[src/rtl/irm_pkg.sv]
// Shared constants and types for the isochronous resource lock unit.
// Assumes byte offsets relative to the start of the core register space.
package irm_pkg;
    localparam int OFS_W = 12;

    localparam logic [OFS_W-1:0] OFS_STATE_CLR = 12'h000;
    localparam logic [OFS_W-1:0] OFS_STATE_SET = 12'h004;
    localparam logic [OFS_W-1:0] OFS_NODE_IDS  = 12'h008;
    localparam logic [OFS_W-1:0] OFS_RST_START = 12'h00C;
    localparam logic [OFS_W-1:0] OFS_SPLIT_HI  = 12'h018;
    localparam logic [OFS_W-1:0] OFS_SPLIT_LO  = 12'h01C;
    localparam logic [OFS_W-1:0] OFS_CYC_TIME  = 12'h200;
    localparam logic [OFS_W-1:0] OFS_BUS_TIME  = 12'h204;
    localparam logic [OFS_W-1:0] OFS_BUSY_TO   = 12'h210;
    localparam logic [OFS_W-1:0] OFS_MGR_ID    = 12'h21C;
    localparam logic [OFS_W-1:0] OFS_BANDWIDTH = 12'h220;
    localparam logic [OFS_W-1:0] OFS_CHAN_HI   = 12'h224;
    localparam logic [OFS_W-1:0] OFS_CHAN_LO   = 12'h228;
    localparam logic [OFS_W-1:0] OFS_BCAST     = 12'h234;

    localparam logic [3:0] EXT_CMP_SWAP = 4'd2;

    localparam logic [3:0] RSP_DONE     = 4'd0;
    localparam logic [3:0] RSP_TYPE_ERR = 4'd6;
    localparam logic [3:0] RSP_ADDR_ERR = 4'd7;

    localparam logic [31:0] INIT_MGR_ID  = 32'h0000_003F;
    localparam logic [31:0] INIT_BW      = 32'd4915;
    localparam logic [31:0] INIT_CHAN_HI = 32'hFFFF_FFFE;
    localparam logic [31:0] INIT_CHAN_LO = 32'hFFFF_FFFF;

    typedef enum logic [2:0] {
        TGT_MGR_ID,
        TGT_BW,
        TGT_CHAN_HI,
        TGT_CHAN_LO,
        TGT_CHAN_PAIR,
        TGT_TYPE_ERR,
        TGT_ADDR_ERR
    } target_e;
endpackage

[src/rtl/irm_decode.sv]
// Request classifier: maps offset, extended code and lock width to a target
// register or to an error class. Purely combinational; assumes the offset
// is already relative to the core register space.
module irm_decode
    import irm_pkg::*;
(
    input  logic [OFS_W-1:0] offset,
    input  logic [3:0]       ext,
    input  logic             wide,
    output target_e          target
);
    logic is_core;
    logic is_cas;

    // Flags the core registers that exist but cannot be locked.
    always_comb begin
        is_core = offset inside {OFS_STATE_CLR, OFS_STATE_SET, OFS_NODE_IDS,
                                 OFS_RST_START, OFS_SPLIT_HI, OFS_SPLIT_LO,
                                 OFS_CYC_TIME, OFS_BUS_TIME, OFS_BCAST};
        is_cas  = (ext == EXT_CMP_SWAP);
    end

    // Picks the target for 32-bit and 64-bit requests.
    always_comb begin
        target = TGT_ADDR_ERR;
        if (offset[1:0] != 2'b00) begin
            target = TGT_TYPE_ERR;
        end else if (!wide) begin
            unique case (offset)
                OFS_MGR_ID:    target = is_cas ? TGT_MGR_ID  : TGT_TYPE_ERR;
                OFS_BANDWIDTH: target = is_cas ? TGT_BW      : TGT_TYPE_ERR;
                OFS_CHAN_HI:   target = is_cas ? TGT_CHAN_HI : TGT_TYPE_ERR;
                OFS_CHAN_LO:   target = is_cas ? TGT_CHAN_LO : TGT_TYPE_ERR;
                default:       target = is_core ? TGT_TYPE_ERR : TGT_ADDR_ERR;
            endcase
        end else begin
            if (offset == OFS_CHAN_HI)
                target = is_cas ? TGT_CHAN_PAIR : TGT_TYPE_ERR;
            else if (is_core || offset inside {OFS_MGR_ID, OFS_BANDWIDTH, OFS_BUSY_TO})
                target = TGT_TYPE_ERR;
            else
                target = TGT_ADDR_ERR;
        end
    end
endmodule

[src/rtl/irm_bw_alu.sv]
// Bandwidth lock arithmetic: turns an argument/data pair into an allocation
// or a release and checks it against the current value and the range limit.
// Assumes BW_W < Q_W so that sums cannot overflow the quadlet width.
module irm_bw_alu #(
    parameter int BW_W = 13,
    parameter int Q_W  = 32
) (
    input  logic [BW_W-1:0] cur,
    input  logic [Q_W-1:0]  arg,
    input  logic [Q_W-1:0]  data,
    output logic [BW_W-1:0] nxt,
    output logic [Q_W-1:0]  ret
);
    localparam logic [Q_W-1:0] LIMIT = Q_W'(1) << BW_W;
    localparam logic [Q_W-1:0] FIELD = LIMIT - Q_W'(1);

    logic [Q_W-1:0] cur_x;
    logic [Q_W-1:0] dmask;
    logic [Q_W-1:0] amount;
    logic [Q_W-1:0] grown;

    // Evaluates the allocate or release request and chooses the outcome.
    always_comb begin
        cur_x  = Q_W'(cur);
        dmask  = data & FIELD;
        nxt    = cur;
        ret    = cur_x;
        amount = '0;
        grown  = '0;
        if (arg < LIMIT) begin
            if (arg >= dmask) begin
                amount = arg - dmask;
                if (cur_x >= amount) begin
                    nxt = BW_W'(cur_x - amount);
                    ret = arg;
                end
            end else begin
                amount = dmask - arg;
                grown  = cur_x + amount;
                if (grown < LIMIT) begin
                    nxt = BW_W'(grown);
                    ret = arg;
                end
            end
        end
    end
endmodule

[src/rtl/irm_chan_alu.sv]
// Channel bitmap lock: the argument/data difference selects the affected
// bits, which are inverted only if the register agrees with the argument on
// all of them. Width chosen by W (32 for one word, 64 for the pair).
module irm_chan_alu #(
    parameter int W = 32
) (
    input  logic [W-1:0] cur,
    input  logic [W-1:0] arg,
    input  logic [W-1:0] data,
    output logic [W-1:0] nxt,
    output logic [W-1:0] ret
);
    logic [W-1:0] touched;
    logic         agree;

    // Compares the affected bits and applies the flip on agreement.
    always_comb begin
        touched = arg ^ data;
        agree   = ((arg ^ cur) & touched) == '0;
        nxt     = agree ? (cur ^ touched) : cur;
        ret     = agree ? arg : cur;
    end
endmodule

[src/rtl/irm_lock_unit.sv]
// Isochronous resource lock unit: owns the bus manager ID, bandwidth and
// channel registers and performs one lock per request with a registered
// response one cycle later. Assumes requests are single-cycle pulses and
// that bus_reset takes priority over any request in the same cycle.
module irm_lock_unit
    import irm_pkg::*;
#(
    parameter int BW_W = 13,
    parameter int Q_W  = 32
) (
    input  logic              clk,
    input  logic              rst_n,
    input  logic              bus_reset,
    input  logic              req_valid,
    input  logic              req_wide,
    input  logic [OFS_W-1:0]  req_offset,
    input  logic [3:0]        req_ext,
    input  logic [2*Q_W-1:0]  req_data,
    input  logic [2*Q_W-1:0]  req_arg,
    output logic              rsp_valid,
    output logic [3:0]        rsp_code,
    output logic [2*Q_W-1:0]  rsp_old
);
    localparam int O_W = 2 * Q_W;

    target_e         target;
    logic [Q_W-1:0]  mgr_id_q;
    logic [BW_W-1:0] bw_q;
    logic [Q_W-1:0]  chan_hi_q;
    logic [Q_W-1:0]  chan_lo_q;

    logic [BW_W-1:0] bw_nxt;
    logic [Q_W-1:0]  bw_ret;
    logic [Q_W-1:0]  word_cur;
    logic [Q_W-1:0]  word_data;
    logic [Q_W-1:0]  word_nxt;
    logic [Q_W-1:0]  word_ret;
    logic [O_W-1:0]  pair_data;
    logic [O_W-1:0]  pair_nxt;
    logic [O_W-1:0]  pair_ret;

    irm_decode u_decode (
        .offset (req_offset),
        .ext    (req_ext),
        .wide   (req_wide),
        .target (target)
    );

    irm_bw_alu #(.BW_W(BW_W), .Q_W(Q_W)) u_bw (
        .cur  (bw_q),
        .arg  (req_arg[Q_W-1:0]),
        .data (req_data[Q_W-1:0]),
        .nxt  (bw_nxt),
        .ret  (bw_ret)
    );

    // Selects the channel word and strips the reserved channel from the data.
    always_comb begin
        word_cur  = (target == TGT_CHAN_HI) ? chan_hi_q : chan_lo_q;
        word_data = req_data[Q_W-1:0];
        if (target == TGT_CHAN_HI)
            word_data[0] = 1'b0;
        pair_data     = req_data;
        pair_data[Q_W] = 1'b0;
    end

    irm_chan_alu #(.W(Q_W)) u_chan_word (
        .cur  (word_cur),
        .arg  (req_arg[Q_W-1:0]),
        .data (word_data),
        .nxt  (word_nxt),
        .ret  (word_ret)
    );

    irm_chan_alu #(.W(O_W)) u_chan_pair (
        .cur  ({chan_hi_q, chan_lo_q}),
        .arg  (req_arg),
        .data (pair_data),
        .nxt  (pair_nxt),
        .ret  (pair_ret)
    );

    // Holds the registers and issues the response one cycle after a request.
    always_ff @(posedge clk) begin
        if (!rst_n || bus_reset) begin
            mgr_id_q  <= INIT_MGR_ID[Q_W-1:0];
            bw_q      <= INIT_BW[BW_W-1:0];
            chan_hi_q <= INIT_CHAN_HI[Q_W-1:0];
            chan_lo_q <= INIT_CHAN_LO[Q_W-1:0];
            rsp_valid <= 1'b0;
            if (!rst_n) begin
                rsp_code <= RSP_DONE;
                rsp_old  <= '0;
            end
        end else begin
            rsp_valid <= req_valid;
            if (req_valid) begin
                rsp_code <= RSP_DONE;
                rsp_old  <= '0;
                unique case (target)
                    TGT_MGR_ID: begin
                        rsp_old <= O_W'(mgr_id_q);
                        if (mgr_id_q == req_arg[Q_W-1:0])
                            mgr_id_q <= req_data[Q_W-1:0];
                    end
                    TGT_BW: begin
                        rsp_old <= O_W'(bw_ret);
                        bw_q    <= bw_nxt;
                    end
                    TGT_CHAN_HI: begin
                        rsp_old   <= O_W'(word_ret);
                        chan_hi_q <= word_nxt;
                    end
                    TGT_CHAN_LO: begin
                        rsp_old   <= O_W'(word_ret);
                        chan_lo_q <= word_nxt;
                    end
                    TGT_CHAN_PAIR: begin
                        rsp_old   <= pair_ret;
                        chan_hi_q <= pair_nxt[O_W-1:Q_W];
                        chan_lo_q <= pair_nxt[Q_W-1:0];
                    end
                    TGT_TYPE_ERR: rsp_code <= RSP_TYPE_ERR;
                    default:      rsp_code <= RSP_ADDR_ERR;
                endcase
            end
        end
    end

    AST_RSP_FOLLOWS: assert property (@(posedge clk) disable iff (!rst_n)
        (req_valid && !bus_reset) |=> rsp_valid) else $error("rsp missing");
    AST_RSP_QUIET: assert property (@(posedge clk) disable iff (!rst_n)
        (!req_valid || bus_reset) |=> !rsp_valid) else $error("spurious rsp");
    AST_ERR_KEEPS_STATE: assert property (@(posedge clk) disable iff (!rst_n)
        (rsp_valid && rsp_code != RSP_DONE) |-> ($stable(mgr_id_q) && $stable(bw_q)
        && $stable(chan_hi_q) && $stable(chan_lo_q) && rsp_old == '0))
        else $error("error changed state");
    AST_CH31_RESERVED: assert property (@(posedge clk) disable iff (!rst_n)
        chan_hi_q[0] == 1'b0) else $error("channel 31 released");
    AST_BUSRST_VALUES: assert property (@(posedge clk) disable iff (!rst_n)
        bus_reset |=> (mgr_id_q == INIT_MGR_ID[Q_W-1:0] && bw_q == INIT_BW[BW_W-1:0]
        && chan_hi_q == INIT_CHAN_HI[Q_W-1:0] && chan_lo_q == INIT_CHAN_LO[Q_W-1:0]))
        else $error("bus reset values");
    AST_IDLE_HOLDS: assert property (@(posedge clk) disable iff (!rst_n)
        (!req_valid && !bus_reset) |=> ($stable(mgr_id_q) && $stable(bw_q)
        && $stable(chan_hi_q) && $stable(chan_lo_q))) else $error("idle change");
endmodule

[config.mk]
export PLATFORM = sky130hd
export DESIGN_NAME = irm_lock_unit
export DESIGN_NICKNAME = d
export VERILOG_FILES = /design/src/rtl/irm_pkg.sv /design/src/rtl/irm_decode.sv /design/src/rtl/irm_bw_alu.sv /design/src/rtl/irm_chan_alu.sv /design/src/rtl/irm_lock_unit.sv
export SDC_FILE = /design/constraint.sdc
export NUM_CORES = 1
export LEC_CHECK = 0
export BUFFER_PORTS_ARGS = -buffer_cell sky130_fd_sc_hd__buf_2
export CORE_ASPECT_RATIO = 0.7
export CORE_MARGIN = 1.5
export CORE_UTILIZATION = 36
export CTS_CLUSTER_SIZE = 30
export DETAILED_ROUTE_END_ITERATION = 8
export GPL_TIMING_DRIVEN = 0
export SLEW_MARGIN = 10
export SYNTH_ARGS = -nofsm -noshare
export SYNTH_HDL_FRONTEND = slang
export SYNTH_HIERARCHICAL = 1
export SYNTH_SLANG_ARGS = --single-unit
[constraint.sdc]
create_clock -name clk -period 4.95 [get_ports clk]
set_clock_uncertainty 0.15 [all_clocks]
set_input_delay 0.2475 -clock clk [delete_from_list [all_inputs] [get_ports clk]]
set_output_delay 0.2475 -clock clk [all_outputs]
set_load 0.01 [all_outputs]
==> results of run 1 <==
## worst reg2reg max path: cells and delay by family, from the launching register on
family / cells / cell delay (ns)
and+or+nand+nor: 5 / 1.04
muxes: 3 / 0.64
adders and majority gates: 2 / 0.92
buffers and inverters: 3 / 0.27
AOI/OAI and AO/OA: 6 / 1.36
DFF: 1 / 0.39
## cell usage in the layout, fill, tap and decap left out, drive strengths merged, types with 7 or more instances in the layout
cell,netlist,routed
inv,70,73
nand3,88,88
a31oi,7,7
nor4,39,39
o21ai,77,77
dfxtp,110,110
ha,41,41
dlygate4sd3,0,28
nand2,341,341
or3,7,7
nand4,24,24
nor2,121,121
mux2i,70,70
or4,9,9
fa,15,15
o211ai,72,72
and3,34,34
nor2b,79,79
buf,66,326
nor3,21,21
o22ai,78,78
a21o,16,16
xor2,136,136
conb,2,23
xnor2,126,126
mux2,136,136
a211oi,24,24
a21oi,156,156
clkbuf,80,100
nand2b,80,80
edfxtp,66,66
## per-stage QoR
stage                      util  total power (W)  std cells  setup WS, ns
after detailed placement  0.409          0.00281       3179         -1.91
after global placement    0.408          0.00280       3178         -1.82
after global routing      0.464          0.00451       3285        -0.371
after CTS                 0.446          0.00425       3270        -0.116
final                     0.464          0.00435       3286        -0.307
after floorplan               -          0.00233       2298        0.0182
## sequential cells by signal, indices dropped and copies added (netlist names)
register	cells
rsp_old	64
chan_hi_q	32
chan_lo_q	32
mgr_id_q	32
bw_q	13
rsp_code	2
rsp_valid	1
## cell type report
| class | instances | area (µm²) |
|---|---|---|
| Antenna cell | 3 | 7.51 |
| Buffer | 142 | 872 |
| Clock buffer | 19 | 443 |
| Clock inverter | 12 | 110 |
| Fill cell | 4881 | 26600 |
| Inverter | 70 | 265 |
| Multi-Input combinational cell | 1906 | 14400 |
| Sequential cell | 176 | 4200 |
| Tap cell | 665 | 832 |
| Timing Repair Buffer | 293 | 1930 |
## per-layer routing
layer,global-route usage,share of wire,vias to the layer above
met1,0.396,0.46,9081
met2,0.389,0.41,842
met4,0.0620,0.018,4
met5,0,0.00031,-
met3,0.0825,0.11,83
li1,-,-,8699
## what timing repair did
action / CTS / global route
buffers inserted: 29 / 14
endpoints found under the hold margin: 28 / 0
hold buffers: 28 / 0
cloned: 5 / 2
gates resized for setup: 198 / 194
pin swaps: 33 / 50
endpoints found under the setup margin: 109 / 96
## cell families (layout without fill, tap and decap cells)
kind of cell,after synthesis,count (layout),synth area share
AOI/OAI and AO/OA,483,483,0.165
xor gates and xnor gates,262,262,0.126
adders and majority gates,57,57,0.0452
buffers and inverters,216,536,0.0600
DFF,176,176,0.230
muxes,206,206,0.137
other,2,26,0.000412
and+or+nand+nor,875,875,0.237
## power by group through the flow
stage,Clock (W),Sequential [W],Combinational (W)
3_3_place_gp,0,0.00161,0.00119
4_1_cts,0.00137,0.00157,0.00131
5_1_grt,0.00143,0.00157,0.00151
3_5_place_dp,0,0.00160,0.00120
2_1_floorplan,0,0.00161,0.000718
6_report,0.00137,0.00157,0.00142
## Yosys cell counts (all sizes together), types with 24 or more instances
| master | instances | area [µm²] |
|---|---|---|
| xor2 | 136 | 1190 |
| a21oi | 156 | 781 |
| o211ai | 72 | 541 |
| clkbuf | 80 | 300 |
| nand3 | 88 | 440 |
| and3 | 34 | 213 |
| dfxtp | 110 | 2200 |
| o22ai | 78 | 488 |
| nand4 | 24 | 150 |
| nor2b | 79 | 494 |
| inv | 70 | 263 |
| nand2 | 341 | 1290 |
| nor2 | 121 | 454 |
| mux2 | 136 | 1790 |
| nor4 | 39 | 302 |
| edfxtp | 66 | 1980 |
| buf | 66 | 531 |
| a211oi | 24 | 185 |
| o21ai | 77 | 385 |
| mux2i | 70 | 701 |
| nand2b | 80 | 500 |
| ha | 41 | 513 |
| xnor2 | 126 | 1100 |
## path summary, 6_finish.rpt
kind | endpoint | slack [ns]
max reg2reg | rsp_old[12] | -0.10
min | mgr_id_q[1] | 0.03
min reg2reg | mgr_id_q[23] | 0.34
max | rsp_old[13] | -0.31
==> results.sh, run 1 <==
export IMPL_numPortBuffers=215
export IMPL_min_from="req_data[1]"
export IMPL_ant_nets=0
export IMPL_synth_seq_area_share=0.230
export IMPL_synth_warnings=6
export IMPL_slew_headroom=0.220
export IMPL_drc=0
export IMPL_p_per_area_mw_per_mm2=189
export IMPL_critPathRequiredTime_ns=5.01
export IMPL_end_kind="flip-flop"
export IMPL_synth_edf_count=66
export IMPL_slew_violations=0
export IMPL_p_sw_w=0.00156
export IMPL_cts_made_buffers=17
export IMPL_hp_class="input pin to flip-flop"
export IMPL_pin_count=218
export IMPL_ys_seq_elements=176
export IMPL_syn_area_per_cell_um2=8.00
export IMPL_sw_frac_of_total=0.359
export IMPL_reg2reg_depth=19
export IMPL_hold_viol=0
export IMPL_cts_tree="built"
export IMPL_critPathBufInv=6
export IMPL_startpoint_type="input pin"
export IMPL_clockBufferDepth=2
export IMPL_p_leak_nw=9.87
export IMPL_ir_drop_v=0.000191
export IMPL_overflow=0
export IMPL_nNetsFinal=2811
export IMPL_worst_slack_ns=-0.307
export IMPL_r2r_start="bw_q[2]"
export IMPL_synth_ff_type="dfxtp_1"
export IMPL_vias=18700
export IMPL_outcome="complete, but fails checks"
export IMPL_grt_antenna_before_repair=6
export IMPL_critPathMaxStageDelay_ns=0.64
export IMPL_placed_cell_area_mm2=0.0203
export IMPL_clk_latency_ns=0.47
export IMPL_dr_pass1_iters=6
export IMPL_drt_total_wl_um=73700
export IMPL_async_flop_share=0
export IMPL_synth_cells=2277
export IMPL_htree_levels=4
export IMPL_path_cells="buf_6 -> or4_4 -> or3b_4 -> or4_4 -> inv_4 -> nand2_8 -> nor3b_4 -> buf_6 -> mux2_4 -> nand2_1 -> nor2_1 -> a211oi_4 -> nand4_1 -> nor4_4 -> buf_4 -> buf_8 -> buf_8 -> mux2_2 -> nand2_1 -> o21ai_1 -> nor2b_2"
export IMPL_grtUsageTotal=0.272
export IMPL_combPwrFrac=0.325
export IMPL_min_path_cells=3
export IMPL_crit_start="req_offset[7]"
export IMPL_cap_violations=0
export IMPL_pwr_share_seq=0.361
export IMPL_critical_path_max_fanout=8
export IMPL_cpMaxStageDelayCell="nor3b_4"
export IMPL_ys_types=77
export IMPL_finalSetupViolations=96
export IMPL_internal_power_w=0.00279
export IMPL_die_x_um=272
export IMPL_start_util=0.367
export IMPL_min_period_ns=5.26
export IMPL_grt_max_degree=42
export IMPL_die_h_um=191
export IMPL_die_area_mm2=0.0520
export IMPL_detail_route_wl_per_cell_um=22.4
export IMPL_num_rows=68
export IMPL_cts_sinks=176
export IMPL_cp_num_cells=21
export IMPL_grt_pass1_wl_um=106000
export IMPL_max_freq_mhz=190
export IMPL_hpwlAfterDp_um=57800
export IMPL_grt_pass1_vias=17200
export IMPL_cts_reportedPaths_clkPinSlew_ns=0.08
export IMPL_holdWs_ns=0.0291
export IMPL_initialDrtViolationCount=2222
export IMPL_routed_via_density=5.69
export IMPL_worstSetupPathType="input pin to flip-flop"
export IMPL_place_congestion=1.01
export IMPL_timing_setup_tns_ns=-16.90
export IMPL_violations="negative setup slack"
export IMPL_clkPwrFrac=0.314
export IMPL_drive_above_1_share=0.283
export IMPL_fin_area_mm2=0.0230
export IMPL_synth_area_mm2=0.0182
export IMPL_crit_family="simple AND/OR/NAND/NOR gates"
export IMPL_rsz0062_at_grt="true"
export IMPL_period_share=1.06
export IMPL_worstPathArrival_ns=5.32
export IMPL_ctsRootBufferMaster="clkbuf_16"
export IMPL_synthToLayoutAreaGrowth_pct=26.3
export IMPL_worst_pin_slew_ns=1.16
export IMPL_core_area_mm2=0.0496
No activity file was read; power rests on OpenSTA's default activity.
==> inputs of run 2 (changes only) <==
HOLD_SLACK_MARGIN = 0.06   (was not set)
==> run 2 against run 1 <==
  * The flow still finishes with violations (negative setup slack)
  * Non-clock buffer count is 4 higher
  * Power hardly changed
  * Worst hold slack better by 0.080 ns
  * First-iteration DRC count is 1.6% higher
  * Cell count hardly changed
  * Design area hardly changed
  * Critical path type unchanged
  * Largest power group unchanged
  * Highest routed layer unchanged
==> results.sh, run 2 (synthesis gave the netlist of run 1 again) <==
export IMPL_hold_viol=0
export IMPL_critPathBufInv=6
export IMPL_drive_above_1_share=0.279
export IMPL_grt_max_degree=42
export IMPL_period_share=1.06
export IMPL_final_cell_mix="298 x nand2_1, 220 x buf_2, 136 x xor2_1"
export IMPL_die_x_um=272
export IMPL_critPathRequiredTime_ns=5.01
export IMPL_nNetsFinal=2815
export IMPL_clkPwrFrac=0.315
export IMPL_min_from="req_arg[62]"
export IMPL_worstPathArrival_ns=5.33
export IMPL_initialDrtViolationCount=2258
export IMPL_r2r_slack_ns=-0.04
export IMPL_worst_pin_slew_ns=1.18
export IMPL_dr_pass1_iters=6
export IMPL_cp_num_cells=21
export IMPL_worst_slack_ns=-0.318
export IMPL_die_h_um=191
export IMPL_ctsRootBufferMaster="clkbuf_16"
export IMPL_pwr_share_seq=0.361
export IMPL_ant_nets=0
export IMPL_p_leak_nw=9.89
export IMPL_numPortBuffers=215
export IMPL_end_kind="flip-flop"
export IMPL_crit_start="req_offset[7]"
export IMPL_vias=18900
export IMPL_finalSetupViolations=96
export IMPL_internal_power_w=0.00279
export IMPL_critical_path_max_fanout=8
export IMPL_cap_violations=0
export IMPL_synthToLayoutAreaGrowth_pct=26.3
export IMPL_startpoint_type="input pin"
export IMPL_worstSetupPathType="input pin to flip-flop"
export IMPL_cts_reportedPaths_clkPinSlew_ns=0.08
export IMPL_slew_headroom=0.214
export IMPL_grt_pass1_wl_um=107000
export IMPL_crit_family="simple AND/OR/NAND/NOR gates"
export IMPL_grt_pass1_vias=17300
export IMPL_overflow=0
export IMPL_min_period_ns=5.27
export IMPL_sw_frac_of_total=0.359
export IMPL_cts_made_buffers=17
export IMPL_grtUsageTotal=0.273
export IMPL_largest_register_ffs=64
export IMPL_clk_latency_ns=0.47
export IMPL_max_freq_mhz=190
export IMPL_die_area_mm2=0.0520
export IMPL_ir_drop_v=0.000190
export IMPL_reg2reg_depth=19
export IMPL_num_rows=68
export IMPL_hpwlAfterDp_um=57800
export IMPL_violations="negative setup slack"
export IMPL_path_cells="buf_6 -> or4_4 -> or3b_4 -> or4_4 -> inv_4 -> nand2_8 -> nor3b_4 -> buf_6 -> mux2_4 -> nand2_1 -> nor2_1 -> a211oi_4 -> nand4_1 -> nor4_4 -> buf_4 -> buf_8 -> buf_8 -> mux2_2 -> nand2_1 -> o21ai_1 -> nor2b_2"
export IMPL_p_per_area_mw_per_mm2=189
export IMPL_combPwrFrac=0.325
export IMPL_outcome="complete, but fails checks"
export IMPL_clockBufferDepth=2
export IMPL_start_util=0.367
export IMPL_pin_count=218
export IMPL_cpMaxStageDelayCell="nor3b_4"
export IMPL_p_sw_w=0.00156
export IMPL_hp_class="input pin to flip-flop"
export IMPL_place_congestion=1.01
export IMPL_drc=0
export IMPL_final_cell_count_no_fill=3289
export IMPL_detail_route_wl_per_cell_um=22.5
export IMPL_report_power_total_w=0.00435
export IMPL_min_path_cells=3
export IMPL_cts_sinks=176
export IMPL_grt_antenna_before_repair=6
export IMPL_layout_commonest_cell="nand2_1"
export IMPL_rsz0062_at_grt="true"
export IMPL_cts_tree="built"
export IMPL_largest_register="rsp_old"
export IMPL_r2r_start="bw_q[2]"
export IMPL_htree_levels=4
export IMPL_place_inst=3179
export IMPL_slew_violations=0
export IMPL_routed_via_density=5.74
export IMPL_core_area_mm2=0.0496
export IMPL_critPathMaxStageDelay_ns=0.62
export IMPL_drt_total_wl_um=73900
## run 2: cell count changes in the layout (fill, tap and decap cells not counted), moves of 2 or more
cell and change:
ha_2 -3, dfxtp_2 -3, dfxtp_1 +3, ha_1 +4
dlygate4sd3_1 +6, o21ai_0 -2, o21ai_1 +2
## run 2: worst paths after layout
path	endpoint
worst max-delay path	rsp_old[13]
worst min-delay path	rsp_old[62]
worst min register to register	mgr_id_q[9]
worst max register to register	rsp_old[12]
## run 2: layer usage
metal	track usage	up-vias	wire length [µm]
li1	-	8712	-
met3	0.0827	89	8180
met1	0.399	9190	33900
met5	0	-	34
met2	0.389	885	30500
met4	0.0626	6	1340
## run 2: area by class of cell
cell class,count,area [µm²]
clock buffers,19,443
multi-input cells,1906,14300
plain buffers,141,868
inverters,70,265
clock inverters,12,110
diodes,2,5.00
fillers,4884,26600
well taps,665,832
flip-flops and latches,176,4190
repair buffers,298,1990
## run 2: through the flow
stage           util  setup TNS, ns  hold slack, ns  worst slack, ns  area (µm²)
2_1_floorplan      -              0           0.233           0.0182       18300
3_3_place_gp   0.408        -140.53           0.318            -1.82       20200
3_5_place_dp   0.409        -150.68           0.330            -1.91       20300
4_1_cts        0.447          -2.40          0.0956           -0.116       22200
5_1_grt        0.464         -25.76           0.109           -0.371       23000
6_report       0.464         -19.11           0.109           -0.318       23000
## run 2: worst register-to-register path, stage by stage, from the launching register on
cell	delay (ns)
dfxtp_1	0.39
inv_1	0.08
fa_1	0.53
inv_1	0.04
ha_1	0.41
a211oi_4	0.12
o21ai_2	0.25
nand4_1	0.28
and2_1	0.24
o31a_1	0.31
nor4_2	0.29
nand4_1	0.22
and2_4	0.21
buf_6	0.15
mux2_4	0.30
mux2i_1	0.16
nor2_1	0.06
a21oi_1	0.17
o21ai_2	0.14
nor2b_1	0.22
## run 2: power by group through the flow
stage	Clock, W	Combinational, W	Sequential [W]
final	0.00137	0.00141	0.00157
after floorplan	0	0.000718	0.00161
after detailed placement	0	0.00120	0.00160
after global routing	0.00143	0.00151	0.00157
after global placement	0	0.00119	0.00161
after CTS	0.00137	0.00131	0.00157
## run 2: what timing repair did
action	in CTS	in global routing
cloned	5	2
hold buffers	34	0
hold endpoints to repair	33	0
pin swaps	33	39
setup endpoints to repair	109	96
buffers inserted	29	13
gates resized for setup	198	184
